$ cat src/rtl/imm_cmd_pkg.sv
package imm_cmd_pkg;

    localparam int unsigned REG_AW = 2;
    localparam int unsigned STAT_W = 16;

    localparam logic [REG_AW-1:0] ADDR_CMD  = 2'd0;
    localparam logic [REG_AW-1:0] ADDR_RESP = 2'd1;
    localparam logic [REG_AW-1:0] ADDR_STAT = 2'd2;

    localparam int unsigned BIT_BUSY  = 0;
    localparam int unsigned BIT_VALID = 1;

    typedef enum logic {
        LNK_IDLE  = 1'b0,
        LNK_AWAIT = 1'b1
    } link_state_e;

    typedef struct packed {
        logic valid;
        logic busy;
    } stat_flags_t;

    function automatic logic [STAT_W-1:0] pack_status(stat_flags_t f);
        logic [STAT_W-1:0] w;
        w = '0;
        w[BIT_BUSY]  = f.busy;
        w[BIT_VALID] = f.valid;
        return w;
    endfunction

endpackage

$ cat src/rtl/imm_cmd_regs.sv
module imm_cmd_regs
    import imm_cmd_pkg::*;
#(
    parameter int unsigned DATA_W = 32
) (
    input  logic              clk,
    input  logic              rst,
    input  logic              bus_wr,
    input  logic [REG_AW-1:0] bus_addr,
    input  logic [DATA_W-1:0] bus_wdata,
    input  logic              hw_clr_busy,
    input  logic              hw_capture,
    input  logic [DATA_W-1:0] hw_resp,
    output logic [DATA_W-1:0] cmd_o,
    output logic [DATA_W-1:0] resp_o,
    output stat_flags_t       flags_o,
    output logic [DATA_W-1:0] bus_rdata
);
    localparam int unsigned PAD_W = DATA_W - STAT_W;

    logic [DATA_W-1:0] cmd_q, resp_q;
    stat_flags_t       flags_q;
    logic              wr_cmd, wr_stat, set_busy, clr_valid;

    assign wr_cmd    = bus_wr && (bus_addr == ADDR_CMD) && !flags_q.busy;
    assign wr_stat   = bus_wr && (bus_addr == ADDR_STAT);
    assign set_busy  = wr_stat && bus_wdata[BIT_BUSY] && !flags_q.busy;
    assign clr_valid = wr_stat && bus_wdata[BIT_VALID];

    always_ff @(posedge clk) begin
        if (rst) begin
            cmd_q   <= '0;
            resp_q  <= '0;
            flags_q <= '0;
        end else begin
            if (wr_cmd) cmd_q <= bus_wdata;
            if (set_busy)         flags_q.busy <= 1'b1;
            else if (hw_clr_busy) flags_q.busy <= 1'b0;
            if (hw_capture) begin
                resp_q        <= hw_resp;
                flags_q.valid <= 1'b1;
            end else if (clr_valid) begin
                flags_q.valid <= 1'b0;
            end
        end
    end

    always_comb begin
        case (bus_addr)
            ADDR_CMD:  bus_rdata = cmd_q;
            ADDR_RESP: bus_rdata = resp_q;
            ADDR_STAT: bus_rdata = {{PAD_W{1'b0}}, pack_status(flags_q)};
            default:   bus_rdata = '0;
        endcase
    end

    assign cmd_o   = cmd_q;
    assign resp_o  = resp_q;
    assign flags_o = flags_q;
endmodule

$ cat src/rtl/imm_cmd_link.sv
module imm_cmd_link
    import imm_cmd_pkg::*;
#(
    parameter int unsigned DATA_W = 32
) (
    input  logic              clk,
    input  logic              rst,
    input  logic              busy,
    input  logic [DATA_W-1:0] cmd,
    output logic              hw_clr_busy,
    output logic              hw_capture,
    output logic [DATA_W-1:0] hw_resp,
    output logic              awaiting,
    output logic              codec_req_valid,
    input  logic              codec_req_ready,
    output logic [DATA_W-1:0] codec_cmd,
    input  logic              codec_rsp_valid,
    input  logic [DATA_W-1:0] codec_rsp_data
);
    link_state_e state_q;

    assign codec_req_valid = busy && (state_q == LNK_IDLE);
    assign codec_cmd       = cmd;
    assign hw_clr_busy     = codec_req_valid && codec_req_ready;
    assign hw_capture      = (state_q == LNK_AWAIT) && codec_rsp_valid;
    assign hw_resp         = codec_rsp_data;
    assign awaiting        = (state_q == LNK_AWAIT);

    always_ff @(posedge clk) begin
        if (rst) begin
            state_q <= LNK_IDLE;
        end else begin
            case (state_q)
                LNK_IDLE:  if (hw_clr_busy) state_q <= LNK_AWAIT;
                LNK_AWAIT: if (hw_capture)  state_q <= LNK_IDLE;
                default:   state_q <= LNK_IDLE;
            endcase
        end
    end
endmodule

$ cat src/rtl/imm_cmd_ctrl.sv
module imm_cmd_ctrl
    import imm_cmd_pkg::*;
#(
    parameter int unsigned DATA_W = 32
) (
    input  logic              clk,
    input  logic              rst,
    input  logic              bus_wr,
    input  logic [1:0]        bus_addr,
    input  logic [DATA_W-1:0] bus_wdata,
    output logic [DATA_W-1:0] bus_rdata,
    output logic              codec_req_valid,
    input  logic              codec_req_ready,
    output logic [DATA_W-1:0] codec_cmd,
    input  logic              codec_rsp_valid,
    input  logic [DATA_W-1:0] codec_rsp_data
);
    logic [DATA_W-1:0] cmd_w, resp_w, hw_resp_w;
    stat_flags_t       flags_w;
    logic              clr_busy_w, capture_w, awaiting_w;
    logic              sts_busy, sts_valid;

    imm_cmd_regs #(.DATA_W(DATA_W)) u_regs (
        .clk         (clk),
        .rst         (rst),
        .bus_wr      (bus_wr),
        .bus_addr    (bus_addr),
        .bus_wdata   (bus_wdata),
        .hw_clr_busy (clr_busy_w),
        .hw_capture  (capture_w),
        .hw_resp     (hw_resp_w),
        .cmd_o       (cmd_w),
        .resp_o      (resp_w),
        .flags_o     (flags_w),
        .bus_rdata   (bus_rdata)
    );

    imm_cmd_link #(.DATA_W(DATA_W)) u_link (
        .clk             (clk),
        .rst             (rst),
        .busy            (flags_w.busy),
        .cmd             (cmd_w),
        .hw_clr_busy     (clr_busy_w),
        .hw_capture      (capture_w),
        .hw_resp         (hw_resp_w),
        .awaiting        (awaiting_w),
        .codec_req_valid (codec_req_valid),
        .codec_req_ready (codec_req_ready),
        .codec_cmd       (codec_cmd),
        .codec_rsp_valid (codec_rsp_valid),
        .codec_rsp_data  (codec_rsp_data)
    );

    assign sts_busy  = flags_w.busy;
    assign sts_valid = flags_w.valid;
endmodule

$ cat config.mk
export PLATFORM = sky130hd
export DESIGN_NAME = imm_cmd_ctrl
export DESIGN_NICKNAME = d
export VERILOG_FILES = /design/src/rtl/imm_cmd_pkg.sv /design/src/rtl/imm_cmd_regs.sv /design/src/rtl/imm_cmd_link.sv /design/src/rtl/imm_cmd_ctrl.sv
export SDC_FILE = /design/constraint.sdc
export NUM_CORES = 1
export LEC_CHECK = 0
export BUFFER_PORTS_ARGS = -buffer_cell sky130_fd_sc_hd__buf_2
export CORE_UTILIZATION = 45
export DETAILED_ROUTE_END_ITERATION = 10
export GPL_TIMING_DRIVEN = 0
export PLACE_DENSITY_LB_ADDON = 0.2
export SYNTH_ARGS = -nofsm -noshare
export SYNTH_HDL_FRONTEND = slang
export SYNTH_HIERARCHICAL = 1
export SYNTH_SLANG_ARGS = --single-unit
$ cat constraint.sdc
create_clock -name clk -period 1.33 [get_ports clk]
set_input_delay 0.133 -clock clk [delete_from_list [all_inputs] [get_ports clk]]
set_output_delay 0.133 -clock clk [all_outputs]
set_load 0.05 [all_outputs]
==> summary.txt, run 1 <==
top post-synthesis cells by area: sky130_fd_sc_hd__dfxtp_1 36%, sky130_fd_sc_hd__mux2i_1 26%, sky130_fd_sc_hd__buf_4 14%
number of pins exceeding their max-slew limit in the final report: 0
iteration-0 DRC count of the detailed router: 59
cell taking the most area after synthesis: sky130_fd_sc_hd__dfxtp_1
overall power: 4860 uW
Die Width: 93.0 um
Pleak: 0.00219 uW
height of the chip: 93.0 um
sw frac: 24.4%
Fin. Hold Viols: 0
internal power contribution: 3670 uW
detailed placement HPWL: 6190 um
final wirelength: 8510 um
Initial Utilization: 47.4%
Critical Path End Type: register
clock sinks: 67
H-tree lvl count: 3
r2r startpoint: u_regs/flags_o[0]
area occupied by multi-input gates: 1810 sq um
placeable core area: 7850 sq um
count of final setup violators: 0
vias post-DR: 2841
fraction of layout cells with a size suffix above 1: 45.7%
routed length per placed instance: 13.8 um
wire length of the first global-routing pass: 13600 um
WP data arrival: 1.55 ns
part of the total power dissipated in combinational logic: 15.1%
count of distinct cell types in the synthesized netlist: 22
met2 usage in global routing: 33.1%
met3 track utilization from global routing: 4.43%
die area: 8640 sq um
Hold WS: 0.0333 ns
Netlist Area Pre-Place: 3720 sq um
class of the most critical setup path: register to register
via count of the first global-routing pass: 2850
MaxCap Viol Count: 0
worst setup skew after layout: 0.0108 ns
transition time at the pin with the least slew margin: 0.505 ns
Num CTS Buffers: 9
final sum of negative setup slack: 0 ns
fraction of post-synthesis cell area in the top cell type by area: 36.0%
antenna violations before repair: 0
setup slack of the worst register-to-register path: 0.04 ns
weighted congestion reported at the end of routability-driven placement: 0.719
number of optimization iterations in the first detailed-route pass: 4
routing layer with the top usage in global route: met2
DRC viols: 0
part of the total power dissipated in the clock network: 42.0%
Yosys reg bits: 67
nets@finish: 582
Max transition margin: 66.3%
n_diodes: 0
maximum fanout along the worst path: 10
met1 usage in global routing: 26.7%
clock tree from TritonCTS: done
Antenna Violating Nets Remaining: 0
Hold WC Path Type: input pin to register
worst hold start: codec_rsp_data[8]
clock input transition at the sequential cells of the worst setup and hold paths: 0.07 ns
unrepaired setup endpoints after global routing: true
hold-critical path depth: 3
power density over cell area: 1010 nW/um^2
Yosys Warn Count: 6
area added between synthesis and finish: 28.7%
register share of total power: 42.9%
end of the worst hold path: u_regs/resp_o[8]
outcome: completed
floorplan row count: 32
r2r worst-path depth: 4
global-route congestion overflow total: 0
peak supply drop: 561 uV
ratio of routed vias to standard cells: 4.60
net switching power: 1180 uW
capture instance of the worst register-to-register path: u_regs/cmd_o[4]
library cell used as clock root buffer: sky130_fd_sc_hd__clkbuf_8
gr usage total: 20.5%
Mean Syn Cell Area: 9.40 sq um
maximum buffer depth of the clock tree: 2
Achievable Freq: 775 MHz
clock latency reported for the late side of the worst-skew pair: 0.34 ns
Critical Path RT: 1.59 ns
register area share after synthesis: 36.0%
largest net degree at the start of global routing: 12
combined flip-flop and latch cell area: 1350 sq um
Tcrit/Tclk final: 97.0%
io pins: 136
CP startpoint kind: register
total nets after synthesis: 467
Port-buffer cells: 101
count of fill cells added during filler insertion: 719
min cycle time layout: 1.29 ns
Cells after Synth: 396
-- kinds of logic (layout without fill, tap and decap cells) --
group / Yosys count / in the layout / synth area share, %
simple gates: 136 / 136 / 19.7
mux: 96 / 96 / 25.8
buf+inv: 92 / 212 / 17.3
flops: 67 / 67 / 36.0
compound gates: 5 / 5 / 1.14
-- final cells by class --
cell class	count	area share, %
buffer	89	13.8
clock buffer	12	3.03
clock inverter	4	2.04
inverter	2	0.157
multi-input combinational	237	37.8
sequential	67	28.1
tap	102	2.66
timing repair buffer	105	12.4
-- layer usage --
metal	share of wire (%)	wire, um
met1	46	3920
met2	46	3950
met3	6.1	523
met4	1.3	110
met5	0	0
-- power groups by stage --
stage               Clock [uW]  Combinational, uW  Sequential (uW)
floorplan                    0                548             2120
global placement             0                714             2130
detailed placement           0                717             2130
CTS                       2100                733             2080
global route              2180                785             2090
finish                    2040                735             2080
-- through the flow --
step           instance area [sq um]  setup slack, ns  util [%]  instances
6_report                        4790           0.0397      61.1        618
3_5_place_dp                    4430           -0.213      56.5        599
2_1_floorplan                   3800           0.0123         -        396
5_1_grt                         4790          -0.0377      61.1        618
4_1_cts                         4720          0.00742      60.2        618
3_3_place_gp                    4430           -0.179      56.5        599
-- critical path: stages (launching register included) --
cell and delay, ns:
sky130_fd_sc_hd__dfxtp_2 0.37, sky130_fd_sc_hd__nor4b_4 0.30, sky130_fd_sc_hd__buf_4 0.18, sky130_fd_sc_hd__buf_6 0.17, sky130_fd_sc_hd__mux2i_1 0.20
-- worst max-delay path by stage --
| stage | start | endpoint | slack, ns | cells past startpoint |
|---|---|---|---|---|
| after floorplan | bus_addr[0] | bus_rdata[0] | 0.01 | 3 |
| after global placement | rst | u_regs/resp_o[30] | -0.18 | 5 |
| after detailed placement | u_link/awaiting | u_regs/resp_o[11] | -0.21 | 5 |
| after CTS | u_regs/flags_o[0] | codec_req_valid | 0.007 | 2 |
| after global routing | u_regs/flags_o[0] | u_regs/cmd_o[14] | -0.04 | 4 |
| final | u_regs/flags_o[0] | u_regs/cmd_o[4] | 0.04 | 4 |
-- synthesized netlist by cell type (all sizes together) --
master and n:
dfxtp 67, inv 2, nor2 63, nand3b 1
and2b 1, o2bb2ai 2, nor2b 1, and2 1
nand2b 65, nor4b 1, dlygate4sd1 2, and3b 1
a21o 1, clkbuf 10, nor3b 2, a21oi 1
buf 78, a311oi 1, mux2i 96
-- sequential cells by signal, summed over array words and instances, names as in the netlist --
signal,count
u_regs/flags_o,2
u_regs/resp_o,32
u_link/awaiting,1
u_regs/cmd_o,32
-- timing repair --
item	4_1_cts	5_1_grt
endpoints found under the setup margin	93	69
pin swaps	1	0
hold buffers	1	0
gates resized for setup	8	31
cloned	0	0
setup buffers	3	0
hold endpoints to repair	1	0
-- cells in the final DEF, fill, tap and decap left out, types with 2 or more instances in the layout --
cell,instances
sky130_fd_sc_hd__buf_2,82
sky130_fd_sc_hd__buf_4,75
sky130_fd_sc_hd__buf_6,5
sky130_fd_sc_hd__bufinv_16,3
sky130_fd_sc_hd__clkbuf_1,10
sky130_fd_sc_hd__clkbuf_4,18
sky130_fd_sc_hd__clkbuf_8,10
sky130_fd_sc_hd__clkdlybuf4s15_2,2
sky130_fd_sc_hd__dfxtp_1,64
sky130_fd_sc_hd__dfxtp_2,3
sky130_fd_sc_hd__inv_1,2
sky130_fd_sc_hd__mux2i_1,96
sky130_fd_sc_hd__nand2b_1,65
sky130_fd_sc_hd__nor2_1,33
sky130_fd_sc_hd__nor2_2,30
sky130_fd_sc_hd__nor3b_1,2
sky130_fd_sc_hd__o2bb2ai_1,2
Note: power is estimated with default switching activity, not from simulation.
==> run 2: changes to the inputs <==
CAP_MARGIN = 20   (was default)
CORE_UTILIZATION = 54   (was 45)
HOLD_SLACK_MARGIN = 0.05   (was default)
clock period = 1.6 ns   (was 1.33 ns; I/O delays follow)
==> summary.txt, run 2 (same netlist as run 1, synthesis figures left out) <==
peak supply drop: 404 uV
number of pins exceeding their max-slew limit in the final report: 0
CP startpoint kind: register
count of final setup violators: 0
Antenna Violating Nets Remaining: 0
share of the core filled with cells in the final layout: 69.7%
global-route congestion overflow total: 0
unrepaired setup endpoints after global routing: false
die area: 7230 sq um
gr usage total: 23.8%
detailed placement HPWL: 6200 um
Fin. Hold Viols: 0
vias post-DR: 2856
clock sinks: 67
Pleak: 0.00217 uW
MaxCap Viol Count: 0
DRC viols: 0
area added between synthesis and finish: 21.6%
internal power contribution: 2550 uW
Tcrit/Tclk final: 90.7%
library cell used as clock root buffer: sky130_fd_sc_hd__clkbuf_8
via count of the first global-routing pass: 2872
maximum fanout along the worst path: 6
highest layer used for signal routing: met4
Num CTS Buffers: 9
wire length of the first global-routing pass: 13400 um
Achievable Freq: 689 MHz
non-filler instance count after layout: 593
weighted congestion reported at the end of routability-driven placement: 0.755
min cycle time layout: 1.45 ns
power density over cell area: 775 nW/um^2
WL met2: 4170 um
antenna violations before repair: 0
worst setup skew after layout: 0.00530 ns
final non-filler cell area: 4530 sq um
Max transition margin: 62.6%
r2r worst-path depth: 4
nets@finish: 583
r2r startpoint: u_regs/flags_o[0]
floorplan row count: 29
fraction of layout cells with a size suffix above 1: 38.4%
H-tree lvl count: 3
Die Width: 85.0 um
clock tree from TritonCTS: done
outcome: completed
number of placed cells counting well taps: 574
part of the total power dissipated in the clock network: 33.8%
WP data arrival: 1.29 ns
final sum of negative setup slack: 0 ns
most frequent cells in the layout: 107 x sky130_fd_sc_hd__buf_2, 96 x sky130_fd_sc_hd__mux2i_1, 69 x sky130_fd_sc_hd__buf_4
height of the chip: 85.0 um
Critical Path End Type: output pin
final wirelength: 8520 um
Initial Utilization: 57.3%
most common cell after layout, fill and taps aside: sky130_fd_sc_hd__buf_2
hold-critical path depth: 3
iteration-0 DRC count of the detailed router: 88
Port-buffer cells: 101
net switching power: 955 uW
class of the most critical setup path: register to output pin
capture instance of the worst register-to-register path: u_regs/cmd_o[5]
wire length the detailed router placed on met1: 3670 um
end of the worst hold path: u_regs/resp_o[2]
placeable core area: 6490 sq um
Critical Path RT: 1.44 ns
ratio of routed vias to standard cells: 4.82
clock latency reported for the late side of the worst-skew pair: 0.34 ns
n_diodes: 0
clock input transition at the sequential cells of the worst setup and hold paths: 0.07 ns
routed length per placed instance: 14.4 um
number of optimization iterations in the first detailed-route pass: 4
Met3 Routed Length: 542 um
total placed instance area: 4320 sq um
maximum buffer depth of the clock tree: 2
largest net degree at the start of global routing: 11
register share of total power: 49.3%
io pins: 136
worst hold start: codec_rsp_data[2]
transition time at the pin with the least slew margin: 0.562 ns
launching element of the worst setup path: u_regs/flags_o[0]
Hold WC Path Type: input pin to register
setup slack of the worst register-to-register path: 0.26 ns
part of the total power dissipated in combinational logic: 16.8%
sw frac: 27.2%
run 2: per-stage QoR:
step	power [uW]	hold WS, ns	worst slack, ns
floorplan	2200	0.222	0.0733
global placement	2340	0.355	0.0694
detailed placement	2350	0.361	-0.00619
CTS	3550	0.0506	0.00810
global route	3650	0.0549	0.0885
finish	3510	0.0633	0.149
run 2: layer usage:
metal	global-route usage [%]	up-vias
met4	8.94	0
met5	0	-
li1	-	1454
met1	28.6	1299
met3	6.32	12
met2	40.5	91
run 2: repair_timing:
action | in CTS | in global routing
hold buffers | 3 | 0
endpoints found under the setup margin | 0 | 37
buffers inserted | 0 | 2
hold endpoints to repair | 3 | 0
resized for setup | 0 | 0
run 2: area by class of cell:
cell class	instances	area, sq um
Tap cell	77	96.3
Timing Repair Buffer	106	551
Multi-Input combinational cell	237	1740
Buffer	89	633
Clock buffer	12	145
Inverter	2	7.51
Clock inverter	3	15.0
Fill cell	540	1970
Sequential cell	67	1340
run 2: power by group through the flow:
stage	sequential [uW]	clock (uW)	combinational, uW
after floorplan	1760	0	444
after global placement	1770	0	575
after detailed placement	1770	0	583
after CTS	1730	1230	591
after global routing	1730	1280	629
final	1730	1190	590
run 2: worst max path at each step:
stage / slack [ns] / endpoint
floorplan: 0.07 / bus_rdata[10]
global route: 0.09 / bus_rdata[6]
detailed placement: -0.006 / u_regs/resp_o[1]
finish: 0.15 / codec_req_valid
global placement: 0.07 / u_regs/resp_o[1]
CTS: 0.008 / u_regs/resp_o[4]
run 2: worst max-delay path: stages, from the launching register on:
cell,delay (ns)
sky130_fd_sc_hd__dfxtp_1,0.51
sky130_fd_sc_hd__and2b_2,0.20
sky130_fd_sc_hd__buf_2,0.25
